### src/rtl/a429_rx_pkg.sv
package a429_rx_pkg;
  localparam int unsigned WORD_W = 32;

  // Line state as {hi, lo}
  typedef enum logic [1:0] {
    LV_NULL = 2'b00,
    LV_LO   = 2'b01,
    LV_HI   = 2'b10,
    LV_BAD  = 2'b11
  } a429_lvl_e;

  function automatic logic lvl_is_pulse(input a429_lvl_e l);
    return (l == LV_HI) || (l == LV_LO);
  endfunction
endpackage

### src/rtl/a429_rx_front.sv
// Source select (line or looped-back transmitter), optional swap, synchronizer.
module a429_rx_front
  import a429_rx_pkg::*;
#(
  parameter bit          INVERT      = 1'b0,
  parameter int unsigned SYNC_STAGES = 2
) (
  input  logic      clk,
  input  logic      rst_n,
  input  logic      wrap_en,
  input  logic      line_hi,
  input  logic      line_lo,
  input  logic      tx_hi,
  input  logic      tx_lo,
  output a429_lvl_e lvl
);
  logic [1:0] tx_pair;
  logic [1:0] src_pair;
  logic [1:0] sync_q [SYNC_STAGES];

  generate
    if (INVERT) begin : g_swap
      assign tx_pair = {tx_lo, tx_hi};
    end else begin : g_pass
      assign tx_pair = {tx_hi, tx_lo};
    end
  endgenerate

  assign src_pair = wrap_en ? tx_pair : {line_hi, line_lo};

  always_ff @(posedge clk or negedge rst_n) begin
    if (!rst_n) begin
      for (int i = 0; i < SYNC_STAGES; i++) sync_q[i] <= 2'b00;
    end else begin
      sync_q[0] <= src_pair;
      for (int i = 1; i < SYNC_STAGES; i++) sync_q[i] <= sync_q[i-1];
    end
  end

  assign lvl = a429_lvl_e'(sync_q[SYNC_STAGES-1]);
endmodule

### src/rtl/a429_rx_bitdet.sv
// Qualifies HI/LO pulses held for a minimum run of sample ticks.
module a429_rx_bitdet
  import a429_rx_pkg::*;
#(
  parameter int unsigned HS_MIN = 3,
  parameter int unsigned LS_MIN = 20
) (
  input  logic      clk,
  input  logic      rst_n,
  input  logic      samp_en,
  input  logic      speed_lo,
  input  a429_lvl_e lvl,
  output logic      bit_stb,
  output logic      bit_val
);
  localparam int unsigned RUN_MAX = (LS_MIN > HS_MIN) ? LS_MIN : HS_MIN;
  localparam int unsigned RUN_W   = $clog2(RUN_MAX + 1);

  logic [RUN_W-1:0] run_q;
  logic [RUN_W-1:0] min_sel;
  logic [RUN_W:0]   run_inc;
  a429_lvl_e        prev_q;
  logic             armed_q;
  logic             same_lvl;
  logic             fire;

  assign min_sel  = speed_lo ? RUN_W'(LS_MIN) : RUN_W'(HS_MIN);
  assign run_inc  = {1'b0, run_q} + 1'b1;
  assign same_lvl = lvl_is_pulse(lvl) && (lvl == prev_q);
  assign fire     = samp_en && armed_q && same_lvl && (run_inc >= {1'b0, min_sel});

  always_ff @(posedge clk or negedge rst_n) begin
    if (!rst_n) begin
      run_q   <= '0;
      prev_q  <= LV_NULL;
      armed_q <= 1'b1;
      bit_stb <= 1'b0;
      bit_val <= 1'b0;
    end else begin
      bit_stb <= 1'b0;
      if (samp_en) begin
        prev_q <= lvl;
        if (!lvl_is_pulse(lvl)) begin
          run_q   <= '0;
          armed_q <= 1'b1;
        end else if (!same_lvl) begin
          run_q   <= RUN_W'(1);
          armed_q <= 1'b1;
        end else if (run_q != RUN_W'(RUN_MAX)) begin
          run_q <= run_inc[RUN_W-1:0];
        end
        if (fire) begin
          bit_stb <= 1'b1;
          bit_val <= (lvl == LV_HI);
          armed_q <= 1'b0;
        end
      end
    end
  end
endmodule

### src/rtl/a429_rx_frame.sv
// Word assembly, gap timeout, frame checks and the single output slot.
module a429_rx_frame
  import a429_rx_pkg::*;
#(
  parameter int unsigned HS_RATIO = 10,
  parameter int unsigned LS_RATIO = 80,
  parameter int unsigned GAP_BITS = 3
) (
  input  logic              clk,
  input  logic              rst_n,
  input  logic              samp_en,
  input  logic              speed_lo,
  input  logic              bit_stb,
  input  logic              bit_val,
  input  logic              out_ready,
  output logic              out_valid,
  output logic [WORD_W-1:0] out_data,
  output logic              out_par_err,
  output logic              frame_err
);
  localparam int unsigned TMO_HS = GAP_BITS * HS_RATIO;
  localparam int unsigned TMO_LS = GAP_BITS * LS_RATIO;
  localparam int unsigned TMO_MX = (TMO_LS > TMO_HS) ? TMO_LS : TMO_HS;
  localparam int unsigned IDLE_W = $clog2(TMO_MX + 1);
  localparam int unsigned CNT_W  = $clog2(WORD_W + 1);

  logic [WORD_W-1:0] shreg_q;
  logic [CNT_W-1:0]  bitcnt_q;
  logic [IDLE_W-1:0] idle_q;
  logic [IDLE_W-1:0] tmo_last;
  logic              over_q;
  logic              active;
  logic              timeout;
  logic              word_done;
  logic              slot_free;

  assign tmo_last  = speed_lo ? IDLE_W'(TMO_LS - 1) : IDLE_W'(TMO_HS - 1);
  assign active    = (bitcnt_q != '0) || over_q;
  assign timeout   = active && samp_en && !bit_stb && (idle_q == tmo_last);
  assign word_done = timeout && !over_q && (bitcnt_q == CNT_W'(WORD_W));
  assign slot_free = !out_valid || out_ready;

  always_ff @(posedge clk or negedge rst_n) begin
    if (!rst_n) begin
      shreg_q     <= '0;
      bitcnt_q    <= '0;
      idle_q      <= '0;
      over_q      <= 1'b0;
      out_valid   <= 1'b0;
      out_data    <= '0;
      out_par_err <= 1'b0;
      frame_err   <= 1'b0;
    end else begin
      frame_err <= 1'b0;
      if (out_valid && out_ready) out_valid <= 1'b0;

      if (bit_stb) begin
        idle_q <= '0;
        if (bitcnt_q == CNT_W'(WORD_W)) begin
          over_q <= 1'b1;
        end else begin
          shreg_q  <= {bit_val, shreg_q[WORD_W-1:1]};
          bitcnt_q <= bitcnt_q + 1'b1;
        end
      end else if (timeout) begin
        idle_q   <= '0;
        bitcnt_q <= '0;
        over_q   <= 1'b0;
        if (word_done && slot_free) begin
          out_valid   <= 1'b1;
          out_data    <= shreg_q;
          out_par_err <= ~(^shreg_q);
        end else begin
          frame_err <= 1'b1;
        end
      end else if (samp_en && active) begin
        idle_q <= idle_q + 1'b1;
      end
    end
  end
endmodule

### src/rtl/a429_rx_chan.sv
module a429_rx_chan
  import a429_rx_pkg::*;
#(
  parameter int unsigned CHAN_ID  = 0,
  parameter int unsigned CHAN_W   = 2,
  parameter int unsigned HS_RATIO = 10,
  parameter int unsigned LS_RATIO = 80,
  parameter int unsigned HS_MIN   = 3,
  parameter int unsigned LS_MIN   = 20,
  parameter int unsigned GAP_BITS = 3
) (
  input  logic              clk,
  input  logic              rst_n,
  input  logic              samp_en,
  input  logic              speed_lo,
  input  logic              wrap_en,
  input  logic              line_hi,
  input  logic              line_lo,
  input  logic              tx_hi,
  input  logic              tx_lo,
  input  logic              out_ready,
  output logic              out_valid,
  output logic [WORD_W-1:0] out_data,
  output logic              out_par_err,
  output logic [CHAN_W-1:0] out_chan,
  output logic              frame_err
);
  localparam bit INVERT = (CHAN_ID % 2) == 1;

  a429_lvl_e lvl;
  logic      bit_stb;
  logic      bit_val;

  a429_rx_front #(.INVERT(INVERT), .SYNC_STAGES(2)) front_i (
    .clk(clk), .rst_n(rst_n), .wrap_en(wrap_en),
    .line_hi(line_hi), .line_lo(line_lo), .tx_hi(tx_hi), .tx_lo(tx_lo),
    .lvl(lvl)
  );

  a429_rx_bitdet #(.HS_MIN(HS_MIN), .LS_MIN(LS_MIN)) bitdet_i (
    .clk(clk), .rst_n(rst_n), .samp_en(samp_en), .speed_lo(speed_lo),
    .lvl(lvl), .bit_stb(bit_stb), .bit_val(bit_val)
  );

  a429_rx_frame #(.HS_RATIO(HS_RATIO), .LS_RATIO(LS_RATIO), .GAP_BITS(GAP_BITS)) frame_i (
    .clk(clk), .rst_n(rst_n), .samp_en(samp_en), .speed_lo(speed_lo),
    .bit_stb(bit_stb), .bit_val(bit_val), .out_ready(out_ready),
    .out_valid(out_valid), .out_data(out_data), .out_par_err(out_par_err),
    .frame_err(frame_err)
  );

  assign out_chan = CHAN_W'(CHAN_ID);
endmodule

### config.mk
export PLATFORM = sky130hd
export DESIGN_NAME = a429_rx_chan
export DESIGN_NICKNAME = d
export VERILOG_FILES = /design/src/rtl/a429_rx_pkg.sv /design/src/rtl/a429_rx_front.sv /design/src/rtl/a429_rx_bitdet.sv /design/src/rtl/a429_rx_frame.sv /design/src/rtl/a429_rx_chan.sv
export SDC_FILE = /design/constraint.sdc
export NUM_CORES = 1
export LEC_CHECK = 0
export BUFFER_PORTS_ARGS = -buffer_cell sky130_fd_sc_hd__buf_2
export CAP_MARGIN = 20
export CELL_PAD_IN_SITES_DETAIL_PLACEMENT = 1
export CELL_PAD_IN_SITES_GLOBAL_PLACEMENT = 1
export CORE_UTILIZATION = 41
export DETAILED_ROUTE_END_ITERATION = 10
export PLACE_DENSITY_LB_ADDON = 0.1
export REMOVE_ABC_BUFFERS = 1
export SYNTH_ARGS = -nofsm -noshare
export SYNTH_HDL_FRONTEND = slang
export SYNTH_SLANG_ARGS = --single-unit
### constraint.sdc
create_clock -name clk -period 2.7 [get_ports clk]
set_input_delay 0.54 -clock clk [delete_from_list [all_inputs] [get_ports clk]]
set_output_delay 0.54 -clock clk [all_outputs]
set_load 0.01 [all_outputs]
Yosys cells after proc, flatten, opt, wreduce, memory -nomap -nowiden
Index checks and enable logic that the tools add are counted.
Widths: inputs -> output; s select.
- output and inout bits: 37
- bits in registers: 96
- word-level logic and storage cells: 87
- $add $sub $neg: 3
- reduce and logical (&&, ||, !) cells: 28
- multiplexer cells: 27
- magnitude comparators: 1
- eq/ne operators: 10
- bitwise operators: 3
- operator list (kind ; number):
    $mux 8 ; 4
    $reduce_xor 32->1 ; 1
    $mux 5 ; 4
    $mux 6 ; 3
    $mux 1 ; 15
    $reduce_and 2->1 ; 6
    $logic_and 1x1->1 ; 11
    $add 8x1->8 const B ; 1
    $eq 8x8->1 ; 1
    $add 5x1->6 const B ; 1
    $add 6x1->6 const B ; 1
    $eq 6x6->1 const B ; 1
    $ge 6x5->1 ; 1
    $ne 3x3->1 const B ; 2
    $reduce_bool 6->1 ; 1
    $ne 5x5->1 const B ; 1
    $logic_not 1->1 ; 3
    $logic_or 1x1->1 ; 3
    $not 1->1 ; 3
    $reduce_and 3->1 ; 1
    $reduce_bool 3->1 ; 1
    $eq 2x1->1 const B ; 1
    $eq 2x2->1 ; 1
    $eq 2x2->1 const B ; 1
    4 further kinds ; 4

Logic depth before layout (Yosys ltp)
Gate-level depths: netlist of run 1.
- depth in word-level cells: 11
- depth in mapped cells: 9
- mapped depth without buffers: 8

Hierarchy
Synthesis of run 1 repeated with hierarchy kept, for this count alone.
- cell total of the unflattened synthesis: 343
- area, all modules: 4544.4 sq um
- by module, submodules not included (module ; area an instance (sq um) ; times used ; cells each):
    a429_rx_frame ; 3731.1 ; 1 ; 264
    a429_rx_bitdet ; 656.9 ; 1 ; 68
    a429_rx_front ; 137.6 ; 1 ; 8
    a429_rx_chan ; 18.8 ; 1 ; 3

Least setup slack after synthesis of run 1
No wires, ideal clock.
- kind: input to register
- from: input port speed_lo
- to: register frame_i.out_data[10]
- buffers on the path: 2
- arrival time: 2.086 ns
- setup slack: 0.488 ns
- stages: 7
- path through: inv_1 -> or4_4 -> a21oi_4 -> and3_1 -> buf_6 -> buf_12 -> mux2_4
- longest elaborated chain between the ends: 7
- RTL lines (what ; RTL line ; text):
    start, declared ; a429_rx_chan.sv:15 ; input logic speed_lo,
    $mux 8 (*) ; a429_rx_frame.sv:37 ; assign tmo_last = speed_lo ? IDLE_W'(TMO_LS - 1) : IDLE_W'(TMO_HS - 1);
    $eq 8x8->1 (*) ; a429_rx_frame.sv:39 ; assign timeout = active && samp_en && !bit_stb && (idle_q == tmo_last);
    $logic_and 1x1->1 (*) ; a429_rx_frame.sv:39 ;
    $logic_and 1x1->1 (2 in series) ; a429_rx_frame.sv:40 ; assign word_done = timeout && !over_q && (bitcnt_q == CNT_W'(WORD_W));
    $logic_and 1x1->1 ; a429_rx_frame.sv:69 ; if (word_done && slot_free) begin
    $reduce_and 3->1 (no line) (*) ; -- ;
    end signal, assigned ; a429_rx_frame.sv:71 ; out_data <= shreg_q;
    end, declared ; a429_rx_frame.sv:17 ; output logic [WORD_W-1:0] out_data,
Mark *: on every way between the ends. The rest lies on a longest branch, timed or not.
A chain may end at the register's enable or synchronous reset.

Final worst setup path of run 1
- from: register frame_i.bitcnt_q[0]
- to: register frame_i.out_data[2]
- longest elaborated chain between the ends: 9
- elaborated cells on any way between the ends: 10
- classes of those cells: 1 x eq/ne; 9 x reduce/logical
- RTL lines (what ; RTL line ; text):
    start, declared ; a429_rx_frame.sv:28 ; logic [CNT_W-1:0] bitcnt_q;
    start signal, assigned ; a429_rx_frame.sv:63 ; bitcnt_q <= bitcnt_q + 1'b1;
    $reduce_bool 6->1 ; a429_rx_frame.sv:38 ; assign active = (bitcnt_q != '0) || over_q;
    $logic_or 1x1->1 ; a429_rx_frame.sv:38 ;
    $logic_and 1x1->1 (3 in series) ; a429_rx_frame.sv:39 ;
    $logic_and 1x1->1 (2 in series) ; a429_rx_frame.sv:40 ;
    $logic_and 1x1->1 ; a429_rx_frame.sv:69 ;
    $reduce_and 3->1 (no line) (*) ; -- ;
Marked as above.

==> flow_summary.yaml, run 1 <==
run_status:
  status: "finished clean"
cts:
  cts_buffer_depth: 2
  numClockSinks: 96
  cts_setup_buffers: 0
  cts_max_level: 3
  cts.clk_slew.worst_paths_ns: 0.10
  postCtsHoldBufs: 0
  clk_latency_ns: 0.35
  clock_tree.root_cell: "clkbuf_8"
  cts_resized: 0
  numCtsBuffers: 9
  cts_tree: "built"
global_route:
  grt_pass1_wl_um: 13790
  grt_overflow: 0
  track_usage: 0.1548
  grt_start_max_net_pins: 52
  antenna_found_initial: 0
  grt_pass1_vias: 2728
critical_path:
  arrival_ns: 2.71
  r2r_start: "frame_i.bitcnt_q[0]"
  crit_fanout: 33
  crit_required_ns: 2.94
  setup.worst_path.class: "reg -> reg"
  setup.worst_path.start_class: "flop"
  endpoint_kind: "flop"
  rr_endpoint: "frame_i.out_data[2]"
  r2r_cells: 8
  rrSetupSlack_ns: 0.24
die:
  dieArea_mm2: 0.01140
  die_y_um: 106.8
  die_w_um: 106.8
  start_util: 0.4302
  rows: 37
  core_mm2: 0.01046
  ios: 47
logic_synthesis:
  synthCells: 337
  synth_mux_area_frac: 0.2002
  synth_seq_cells: 96
  synth_edf_count: 0
  synth_compound_area_frac: 0.04810
  synthArstFlopShare: 1.000
  seq_area_frac_synth: 0.5341
  synthAdderAreaFrac: 0.02780
  synth_top_family_by_area: "multiplexers"
  ys.flop_type: "dfrtp_1"
  synth.cell_area_mm2: 0.004501
  synth_cell_type_count: 41
  syn-mean-instance-area_um2: 13.35
  synth-simple-area-share: 0.07367
  yosysWarnings: 0
  synth_xor_area_frac: 0.08173
route:
  avgRoutedWirePerCell_um: 15.26
  drt-initial-drc-count: 62
  wirelength_um: 8104
  vias_per_cell: 5.049
  antenna_left: 0
  vias: 2681
  drc: 0
  firstDrtPassIters: 4
placement:
  numPortBuffers: 44
  pre_cts_slack_ns: 0.1878
  place_congestion: 0.7150
  post_dp_cell_area_mm2: 0.004877
  dp.final_hpwl_um: 5537
sta:
  setup_slack_ns: 0.2355
  clock.fmax_mhz: 405.8
  worst_slew_pin_slew_ns: 0.5058
  rsz0062_at_grt: "false"
  finalHoldViolations: 0
  clock_skew_ns: 0.01067
  fin_crit_sh: 0.9128
  layout_min_cycle_time_ns: 2.464
  setup_viol: 0
  final_max_slew_viol_count: 0
  slew_headroom: 0.6628
layout:
  syn_to_final_growth_pct: 13.12
  final_cell_mix: "dfrtp_1 (95), buf_2 (43), mux2_2 (40), xnor2_1 (32), mux2_4 (30)"
  finalInstanceArea_mm2: 0.005091
  nNetsFinal: 410
  fillers: 1129
  n_antenna_cell: 0
  drive_gt1_frac: 0.3671
  fin_util: 0.4866
  mostFrequentLayoutCell: "dfrtp_1"
power_and_ir_drop:
  leakagePower_nw: 2.559
  peakVddDrop_v: 0.0002592
  p_per_area_mw_per_mm2: 567.8
job:
  maxCapViolations: 0
hold_path:
  hold_class: "in -> async"
==> layer usage <==
metal / track usage / routed length, um / up-vias
met3: 0.03951 / 249 / 4
met2: 0.2350 / 3740 / 39
li1: - / - / 1264
met1: 0.2213 / 4054 / 1374
met5: 0 / 0 / -
met4: 0.03816 / 61 / 0
==> kinds of logic after synthesis <==
logic type | Yosys count
flip-flops | 96
AND/OR/NAND/NOR | 64
multiplexers | 70
AO/OA/AOI/OAI | 32
adder cells (fa/ha/maj) | 10
other | 1
buffers and inverters | 22
XOR/XNOR | 42
==> worst max-delay path by stage <==
stage	startpoint	to	slack [ns]	depth (start not counted)
6_report	frame_i.bitcnt_q[0]	frame_i.out_data[2]	0.24	8
5_1_grt	frame_i.bitcnt_q[0]	frame_i.out_data[1]	0.05	8
4_1_cts	frame_i.bitcnt_q[0]	frame_i.out_data[2]	0.23	8
3_5_place_dp	speed_lo	bitdet_i.bit_val	0.19	9
2_1_floorplan	speed_lo	frame_i.out_data[0]	-0.48	5
3_3_place_gp	speed_lo	bitdet_i.bit_val	0.21	9
==> metrics by stage <==
| step | TNS, ns | cells | hold slack [ns] | total power, mW |
|---|---|---|---|---|
| 2_1_floorplan | -13.37 | 326 | 0.2444 | 1.809 |
| 3_3_place_gp | 0 | 515 | 0.3318 | 1.912 |
| 3_5_place_dp | 0 | 515 | 0.3358 | 1.931 |
| 4_1_cts | 0 | 531 | 0.05528 | 2.954 |
| 5_1_grt | 0 | 531 | 0.06111 | 3.052 |
| 6_report | 0 | 531 | 0.05637 | 2.891 |
==> synth_stat cells (all sizes together), types with 2 or more instances <==
library cell,number,share of area
xor2,10,0.019
nand4,5,0.0070
a21o,8,0.013
nor2,10,0.0083
nor3,3,0.0033
o21ai,11,0.012
and2,3,0.0042
nand2,19,0.016
dfrtp,95,0.53
mux2,70,0.20
inv,10,0.0083
a21oi,6,0.0092
nor3b,2,0.0033
and3,4,0.0056
buf,11,0.024
ha,10,0.028
nand3,9,0.010
nand2b,3,0.0042
xnor2,32,0.062
==> registers in the layout, summed over array words and instances (netlist names) <==
signal               count
frame_i.frame_err        1
frame_i.out_data        32
bitdet_i.armed_q         1
frame_i.out_valid        1
frame_i.out_par_err      1
bitdet_i.run_q           5
frame_i.idle_q           8
bitdet_i.prev_q          2
front_i.sync_q           2
bitdet_i.bit_stb         1
frame_i.bitcnt_q         6
front_i.lvl              2
bitdet_i.bit_val         1
frame_i.shreg_q         32
frame_i.over_q           1
==> layout make-up <==
class | count | area, um2 | share of cell area
Clock buffer | 11 | 151.4 | 0.02974
Clock inverter | 5 | 62.56 | 0.01229
Inverter | 10 | 37.54 | 0.007373
Multi-Input combinational cell | 220 | 1951 | 0.3831
Sequential cell | 96 | 2404 | 0.4721
Tap cell | 136 | 170.2 | 0.03342
Timing Repair Buffer | 53 | 315.3 | 0.06193
==> power by group <==
part / switching [mW] / internal [mW] / total (mW)
Clock: 0.510 / 0.484 / 0.994
Combinational: 0.148 / 0.132 / 0.280
Sequential: 0.0989 / 1.52 / 1.62
==> worst max-delay path, stage by stage (launching register included) <==
cell,delay [ns]
dfrtp_1,0.44
inv_1,0.09
ha_1,0.14
nor4b_2,0.32
nand2_1,0.18
nor3_1,0.28
and3_2,0.26
buf_12,0.26
mux2_2,0.37
No activity file was read; power rests on OpenSTA's default activity.
==> inputs of run 2 (changes only) <==
Settings changed: CORE_ASPECT_RATIO from default to 0.75, RECOVER_POWER from default to 25.
==> run 2 against run 1 <==
  * The run now ends with capacitance limit, slew limit left
  * First-iteration DRC count increased by 29%
  * Cell area increased by 2.4%
  * Fmax decreased by 1.3%
  * Sequential power about the same
  * Global-route usage increased by 2.5 points
  * Combinational power increased by 2%
  * Clock skew decreased by 0.0058 ns
  * Count of clock-buffer cells in the layout unchanged
  * Die area about the same
  * Clock power increased by 47%
  * Largest cell class unchanged
  * Highest routed layer unchanged
==> flow_summary.yaml, run 2 (synthesized netlist as in run 1, its figures left out) <==
sta:
  final_max_slew_viol_count: 33
  layout_min_cycle_time_ns: 2.497
  clock.fmax_mhz: 400.5
  worst_slew_pin_slew_ns: 1.951
  setup_viol: 0
  fin_tns_setup_ns: 0
  clock_skew_ns: 0.004821
  slew_headroom: -0.3009
  rsz0062_at_grt: "false"
  hold_slack_ns: 0.3482
  fin_crit_sh: 0.9247
  setup_slack_ns: 0.2032
  finalHoldViolations: 0
route:
  wirelength_um: 8966
  vias: 2689
  drc: 0
  drt-initial-drc-count: 80
  vias_per_cell: 5.083
  avgRoutedWirePerCell_um: 16.95
  antenna_left: 0
  firstDrtPassIters: 4
global_route:
  grt_overflow: 0
  grt_pass1_wl_um: 15410
  grt_pass1_vias: 2964
  antenna_found_initial: 0
  grt_start_max_net_pins: 42
  track_usage: 0.1797
critical_path:
  arrival_ns: 2.72
  crit_fanout: 7
  rrSetupSlack_ns: 0.20
  setup.worst_path.start_class: "flop"
  r2r_cells: 8
  crit_required_ns: 2.92
  setup.worst_path.class: "reg -> reg"
  r2r_start: "bitdet_i.run_q[0]"
  rr_endpoint: "bitdet_i.bit_val"
  endpoint_kind: "flop"
die:
  start_util: 0.4290
  die_w_um: 123.0
  ios: 47
  core_mm2: 0.01049
  rows: 32
  dieArea_mm2: 0.01140
  die_y_um: 92.74
power_and_ir_drop:
  leakagePower_nw: 2.612
  p_per_area_mw_per_mm2: 647.7
  power_mw: 3.376
  peakVddDrop_v: 0.0003497
layout:
  drive_gt1_frac: 0.3562
  final_cell_mix: "dfrtp_1 (95), buf_2 (42), mux2_2 (40), xnor2_1 (32), mux2_4 (30)"
  fillers: 1080
  fin_util: 0.4969
  syn_to_final_growth_pct: 15.82
  nNetsFinal: 408
  n_antenna_cell: 0
  reg.largest.list: "frame_i.out_data x32, frame_i.shreg_q x32, frame_i.idle_q x8"
  mostFrequentLayoutCell: "dfrtp_1"
hold_path:
  hold_path_depth: 0
  worst_hold_path.endpoint: "front_i.lvl[0]"
  min_from: "front_i.sync_q[2]"
  hold_class: "reg -> reg"
cts:
  cts_tree: "built"
  cts_max_level: 3
  cts_buffer_depth: 2
  postCtsHoldBufs: 0
  cts.clk_slew.worst_paths_ns: 0.06
  clock_tree.root_cell: "clkbuf_16"
  numCtsBuffers: 9
  clk_latency_ns: 0.34
  numClockSinks: 96
placement:
  place_congestion: 0.7164
  pre_cts_slack_ns: 0.1378
  numPortBuffers: 44
  dp.final_hpwl_um: 5841
job:
  maxCapViolations: 1
run_status:
  status: "complete, but fails checks"
  violations: "capacitance limit, slew limit"
==> run 2: cell count changes in the layout (fill, tap and decap cells not counted) <==
cell        change
buf_2           -1
buf_4           -3
bufinv_16       +2
clkbuf_1        +3
clkbuf_16       +9
clkbuf_8       -10
clkinv_2        +1
clkinvlp_4      -2
inv_6           -1
nor4b_2         -1
nor4b_4         +1
==> run 2: where the power goes <==
group	leakage (nW)	switching [mW]	internal, mW
clock	0.170	0.532	0.931
combinational	1.15	0.153	0.133
sequential	1.30	0.108	1.52
total	2.61	0.793	2.58
==> run 2: metrics by stage <==
step | std cells | area (um2)
finish | 529 | 5213
global route | 529 | 5213
CTS | 529 | 5209
detailed placement | 513 | 4862
global placement | 513 | 4862
floorplan | 326 | 4390
==> run 2: worst max-delay path by stage <==
| stage | slack (ns) | start | cells after the start | end |
|---|---|---|---|---|
| after floorplan | -0.48 | speed_lo | 5 | frame_i.out_data[0] |
| after global placement | 0.23 | speed_lo | 7 | frame_i.out_data[1] |
| after detailed placement | 0.14 | speed_lo | 9 | bitdet_i.bit_val |
| after CTS | 0.18 | frame_i.bitcnt_q[0] | 8 | frame_i.out_data[1] |
| after global routing | 0.002 | frame_i.bitcnt_q[0] | 8 | frame_i.out_data[1] |
| final | 0.20 | bitdet_i.run_q[0] | 8 | bitdet_i.bit_val |
==> run 2: critical path, stage by stage, from the launching register on <==
cell,delay (ns)
dfrtp_1,0.48
inv_1,0.08
ha_1,0.35
ha_1,0.30
a21o_1,0.16
a211o_1,0.29
a221oi_1,0.30
nor2_1,0.13
mux2_2,0.29
==> run 2: layout make-up <==
cell class              instances  area [um2]  area share
flip-flops and latches         96        2404      0.4611
multi-input cells             220        1959      0.3759
repair buffers                 51       295.3     0.05665
clock buffers                  11       242.7     0.04657
well taps                     136       170.2     0.03265
clock inverters                 5       103.9     0.01992
inverters                      10       37.54    0.007201
==> run 2: timing repair <==
action                     CTS  global route
buffers inserted             0             0
setup endpoints to repair    0             1
resized for setup            0             1
==> run 2: per-layer routing <==
layer | GRT usage | vias to the layer above | part of all wire
li1 | - | 1273 | -
met1 | 0.2459 | 1367 | 0.50
met2 | 0.2790 | 40 | 0.46
met3 | 0.05172 | 9 | 0.032
met4 | 0.04518 | 0 | 0.010
met5 | 0 | - | 0
